==> src/rtl/norm_pkg.sv <==
package norm_pkg;
  typedef enum logic [1:0] {
    MODE_UNS  = 2'd0,
    MODE_SGN  = 2'd1,
    MODE_EVEN = 2'd2,
    MODE_ALT  = 2'd3
  } norm_mode_t;

  typedef struct packed {
    logic load;
    logic clear;
  } norm_strobe_t;
endpackage

==> src/rtl/norm_lzc.sv <==
module norm_lzc #(
  parameter int W = 32,
  localparam int CW = $clog2(W + 1)
) (
  input  logic [W-1:0]  vec,
  output logic [CW-1:0] count
);
  // Highest set bit wins: scanning upward overwrites lower hits.
  always_comb begin
    count = CW'(W);
    for (int i = 0; i < W; i++) begin
      if (vec[i]) count = CW'(W - 1 - i);
    end
  end
endmodule

==> src/rtl/norm_ctrl.sv <==
module norm_ctrl
  import norm_pkg::*;
(
  input  logic         clk,
  input  logic         rst,
  input  logic         inValid,
  output norm_strobe_t strobe,
  output logic         outValid
);
  always_comb begin
    strobe.load  = inValid & ~rst;
    strobe.clear = rst;
  end

  always_ff @(posedge clk) begin
    if (rst) outValid <= 1'b0;
    else     outValid <= inValid;
  end

  assert_valid_follows_R8: assert property (@(posedge clk) disable iff (rst)
    inValid |=> outValid);
  assert_idle_no_valid_R9: assert property (@(posedge clk) disable iff (rst)
    !inValid |=> !outValid);
  assert_reset_clears_valid_R10: assert property (@(posedge clk)
    rst |=> !outValid);
endmodule

==> src/rtl/norm_datapath.sv <==
module norm_datapath
  import norm_pkg::*;
#(
  parameter int DATA_W = 32,
  parameter int EXP_W  = 8,
  localparam int SHIFT_W = $clog2(DATA_W + 1)
) (
  input  logic              clk,
  input  norm_strobe_t      strobe,
  input  logic [DATA_W-1:0] operand,
  input  logic [1:0]        mode,
  output logic [DATA_W-1:0] result
);
  logic [SHIFT_W-1:0] zeroCnt;
  logic [SHIFT_W-1:0] oneCnt;
  logic [SHIFT_W-1:0] shiftAmt;
  logic [DATA_W-1:0]  shifted;
  logic [EXP_W-1:0]   expo;
  norm_mode_t         modeSel;

  norm_lzc #(.W(DATA_W)) zeroCounter_i (.vec(operand),  .count(zeroCnt));
  norm_lzc #(.W(DATA_W)) oneCounter_i  (.vec(~operand), .count(oneCnt));

  always_comb begin
    modeSel = norm_mode_t'(mode);
    unique case (modeSel)
      MODE_SGN:  shiftAmt = operand[DATA_W-1] ? (oneCnt - 1'b1) : (zeroCnt - 1'b1);
      MODE_EVEN: shiftAmt = {zeroCnt[SHIFT_W-1:1], 1'b0};
      default:   shiftAmt = zeroCnt;
    endcase
    shifted = operand << shiftAmt;
    expo    = '0 - EXP_W'(shiftAmt);
  end

  always_ff @(posedge clk) begin
    if (strobe.clear)     result <= '0;
    else if (strobe.load) result <= {shifted[DATA_W-1:EXP_W], expo};
  end

  assert_unsigned_msb_set_R2: assert property (@(posedge clk) disable iff (strobe.clear)
    (strobe.load && (mode == MODE_UNS || mode == MODE_ALT) && operand != '0)
      |=> result[DATA_W-1]);
  assert_signed_one_sign_bit_R3: assert property (@(posedge clk) disable iff (strobe.clear)
    (strobe.load && mode == MODE_SGN && operand != '0 && operand != '1)
      |=> (result[DATA_W-1] != result[DATA_W-2]));
  assert_even_exponent_R5: assert property (@(posedge clk) disable iff (strobe.clear)
    (strobe.load && mode == MODE_EVEN) |=> !result[0]);
  assert_hold_when_idle_R9: assert property (@(posedge clk) disable iff (strobe.clear)
    !strobe.load |=> $stable(result));
  assert_reset_clears_result_R10: assert property (@(posedge clk)
    strobe.clear |=> (result == '0));
endmodule

==> src/rtl/norm_unit.sv <==
module norm_unit
  import norm_pkg::*;
#(
  parameter int DATA_W = 32,
  parameter int EXP_W  = 8
) (
  input  logic              clk,
  input  logic              rst,
  input  logic              inValid,
  input  logic [DATA_W-1:0] operand,
  input  logic [1:0]        mode,
  output logic              outValid,
  output logic [DATA_W-1:0] result
);
  norm_strobe_t strobe;

  norm_ctrl ctrl_i (
    .clk(clk), .rst(rst), .inValid(inValid), .strobe(strobe), .outValid(outValid)
  );

  norm_datapath #(.DATA_W(DATA_W), .EXP_W(EXP_W)) datapath_i (
    .clk(clk), .strobe(strobe), .operand(operand), .mode(mode), .result(result)
  );
endmodule

==> config.mk <==
export PLATFORM = sky130hd
export DESIGN_NAME = norm_unit
export DESIGN_NICKNAME = d
export VERILOG_FILES = /design/src/rtl/norm_pkg.sv /design/src/rtl/norm_lzc.sv /design/src/rtl/norm_ctrl.sv /design/src/rtl/norm_datapath.sv /design/src/rtl/norm_unit.sv
export SDC_FILE = /design/constraint.sdc
export NUM_CORES = 1
export LEC_CHECK = 0
export BUFFER_PORTS_ARGS = -buffer_cell sky130_fd_sc_hd__buf_2
export CAP_MARGIN = 15
export CORE_MARGIN = 1.5
export CORE_UTILIZATION = 25
export CTS_BUF_LIST = sky130_fd_sc_hd__clkbuf_4 sky130_fd_sc_hd__clkbuf_8
export DETAILED_ROUTE_END_ITERATION = 6
export GPL_TIMING_DRIVEN = 0
export SYNTH_ARGS = -nofsm -noshare
export SYNTH_HDL_FRONTEND = slang
export SYNTH_HIERARCHICAL = 1
export SYNTH_SLANG_ARGS = --single-unit
==> constraint.sdc <==
create_clock -name clk -period 3.12 [get_ports clk]
set_input_delay 0.156 -clock clk [delete_from_list [all_inputs] [get_ports clk]]
set_output_delay 0.156 -clock clk [all_outputs]
set_load 0.05 [all_outputs]
==> summary.md <==
| Metric | Value |
|---|---|
| Ant diodes | `0` |
| Global-route wire length before repair | `23500 um` |
| CTS tree | `done` |
| Total track usage | `17.6%` |
| Slowest cell delay on critical path | `0.52 ns` |
| Multiplexer share of the synthesized area | `22.3%` |
| Async SR Flop Fraction | `0%` |
| Core Box Area | `roughly 16000 sq um` |
| RSZ-0062 raised after global routing | `yes` |
| Share of cells above drive strength 1 | `between 30% and 40%` |
| DIE HEIGHT | `roughly 130 um` |
| Total power | `roughly 1.9 mW` |
| Worst min-delay path category | `primary input to register` |
| Post-Syn Nets | `585` |
| Drt total wl | `15600 um` |
| Total CTS buffers | `5` |
| Core Rows | `46` |
| Final setup fails | `1` |
| Vias per cell | `about 5.6` |
| Synth unique cells | `66` |
| P_int | `1.03 mW` |
| Relative slew slack | `slightly below 60%` |
| H-tree depth | `2` |
| Clock share of power | `16.8%` |
| Synthesized-area fraction occupied by adder cells | `under 10%` |
| Seq/Total Area, Yosys | `16.0%` |
| Achievable Freq | `320 MHz` |
| Flop pwr share | `24.7%` |
| Initial antenna violation count | `0` |
| Top Ports | `70` |
| Post-synth design cell area | `4000 sq um` |
| Worst setup EP type | `register` |
| Crit-path max FO | `10` |
| WP data required | `3.26 ns` |
| Sw frac | `44.4%` |
| Clk buf depth | `2` |
| Max VDD drop | `between 0.1 and 0.15 mV` |
| Yosys Warn Count | `6` |
| DP HPWL | `11300 um` |
| Port bufs | `69` |
| Initial Utilization | `25.4%` |
| XOR/XNOR Fraction of Synth Area | `1.31%` |
| Most frequent cells in the layout | `58 x buf_2, 47 x mux2i_1, 41 x nor2_1` |
| Slew Viols, Final | `0` |
| Skew final | `0 ns` |
| RePlAce Congestion | `roughly 0.93` |
| Worst path cell trace | `buf_12 -> buf_6 -> inv_4 -> nor2_4 -> o31ai_2 -> or4_1 -> nor3_2 -> a21o_1 -> mux2i_2 -> ha_4 -> o21ai_4 -> inv_2 -> mux2i_1 -> mux2_2 -> a221oi_1 -> nor3_1` |
| Largest family of logic cells by synthesized area | `compound AO/OA/AOI/OAI gates` |
| Gate power share | `58.5%` |
| Vias in the first global route | `4482` |
| Non-Filler Instances | `868` |
| CTS Sinks | `32` |
| Compound-gate portion of the synthesized area | `26.9%` |
| Vias | `about 4.9k` |
| DRC Markers | `0` |
| DIE AREA | `16800 sq um` |
| CP arrival | `3.27 ns` |
| Placed insts | `between 800 and 900` |
| First DRT Iteration DRCs | `386` |
| WL per Instance | `17.9 um` |
| Power Density | `around 330 nW/um^2` |
| Pleak | `2.30 nW` |
| Status | `finished, violations left` |
| Die W | `130 um` |
| PnR worst setup slack | `-0.00737 ns` |
| Max cap viols | `0` |
| Avg Cell Area, Syn | `7.36 sq um` |
| Router iterations before antenna repair | `5` |
| Core Util, Final | `36.0%` |
| Worst setup SP type | `primary input` |
| Tmin final | `3.13 ns` |
| Least-Margin Pin Slew | `0.630 ns` |
| Nets@finish | `693` |
| Setup CP Type | `primary input to register` |
| Clock transition at path regs | `roughly 0.07 ns` |
| Switching power | `about 0.82 mW` |
| Final hold violations | `0` |
| Area growth syn-to-layout | `41.8%` |
| Root Driver | `clkbuf_8` |
| Fin crit share | `100%` |
| Commonest non-fill, non-tap cell in the layout | `buf_2` |
| Simple-gate portion of the synthesized area | `between 20% and 30%` |
| Violated checks | `negative setup slack` |
| Number of synthesized flops with an enable pin | `0` |
| Cells after synthesis | `approximately 540` |
| Yosys reg bits | `32` |
| Worst slack, placed | `-0.944 ns` |
| Clock latency on the worst-skew pair | `0.27 ns` |
| CP max-delay cell | `or4_1` |
| Ys flop type | `dfxtp_1` |
| Largest net degree at the start of global routing | `11` |
| ANT nets after route | `0` |
| GR Overflow Total | `0` |
[worst max-delay path, delay by kind of cell]
kind,cells,cell delay (ns)
multiplexers,3,0.73
adder cells (fa/ha/maj),1,0.26
AO/OA/AOI/OAI,4,0.86
AND/OR/NAND/NOR,4,0.81
buffers and inverters,4,0.44
[flip-flops by register name, indices dropped and copies added, names as in the netlist]
signal and flops:
datapath_i/result 31, ctrl_i/outValid 1
[Yosys cell counts (all sizes together) (5+ instances only)]
| master | instances | area [sq um] |
|---|---|---|
| nor4 | 21 | 131 |
| a21oi | 29 | 145 |
| nand3 | 14 | 70.1 |
| a22o | 8 | 70.1 |
| dfxtp | 32 | 641 |
| or4 | 10 | 82.6 |
| a31oi | 6 | 37.5 |
| o22ai | 6 | 37.5 |
| nor2b | 8 | 50.1 |
| o221ai | 5 | 61.3 |
| inv | 51 | 191 |
| nor2 | 48 | 180 |
| clkbuf | 9 | 33.8 |
| a22oi | 5 | 37.5 |
| buf | 18 | 126 |
| a211o | 5 | 43.8 |
| mux2i | 69 | 691 |
| xnor2 | 5 | 43.8 |
| nand2 | 42 | 158 |
| mux2 | 16 | 180 |
| a211oi | 19 | 143 |
| o21ai | 24 | 124 |
| o31ai | 10 | 75.1 |
| and2 | 8 | 50.1 |
| a21o | 5 | 37.5 |
| nor3 | 19 | 95.1 |
[through the flow]
stage / hold WS [ns] / cell area [sq um] / TNS, ns
floorplan: 0.228 / 4050 / 0
global placement: 0.357 / 4660 / -24.41
finish: 0.0648 / 5680 / -0.00737
CTS: 0.0617 / 5190 / -0.0492
detailed placement: 0.364 / 4660 / -22.92
global route: 0.0553 / 5680 / -1.12
[power by group through the flow]
stage | Sequential (mW) | Combinational, mW | Clock, mW
3_3_place_gp | 0.467 | 0.860 | 0
2_1_floorplan | 0.578 | 0.512 | 0
3_5_place_dp | 0.467 | 0.864 | 0
4_1_cts | 0.458 | 0.948 | 0.315
5_1_grt | 0.461 | 1.15 | 0.338
6_report | 0.458 | 1.08 | 0.311
[path summary, 6_finish.rpt]
path,startpoint,to,slack (ns),cells past startpoint
max,operand[31],datapath_i/result[10],-0.007,16
min,rst,ctrl_i/outValid,0.06,2
max reg2reg,datapath_i/result[25],datapath_i/result[25],2.16,5
min reg2reg,datapath_i/result[11],datapath_i/result[11],0.46,2
[area by class of cell]
| class | instances | area, sq um |
|---|---|---|
| Buffer | 25 | 209 |
| Multi-Input combinational cell | 434 | 3570 |
| Clock buffer | 6 | 76.3 |
| Tap cell | 216 | 270 |
| Inverter | 52 | 210 |
| Sequential cell | 32 | 641 |
| Fill cell | 1641 | 10100 |
| Clock inverter | 1 | 5.00 |
| Timing Repair Buffer | 102 | 698 |
[logic make-up after synthesis]
family | count (synthesis)
DFF | 32
muxes | 86
buffers and inverters | 79
xor gates and xnor gates | 6
AOI/OAI and AO/OA | 153
and+or+nand+nor | 184
adders and majority gates | 4
[layer usage]
layer | GRT usage [%] | vias up | share of wire, %
met1 | 22.0 | 2357 | 42
met4 | 5.56 | 0 | 2.3
li1 | - | 2268 | -
met3 | 2.89 | 35 | 5.4
met2 | 30.7 | 194 | 50
met5 | 0 | - | 0
[timing repair]
action	4_1_cts	5_1_grt
resized for setup	73	104
cloned	1	1
pin swaps	17	21
buffers inserted	22	10
endpoints found under the setup margin	30	29
hold buffers	0	0
Note: power is estimated with default switching activity, not from simulation.
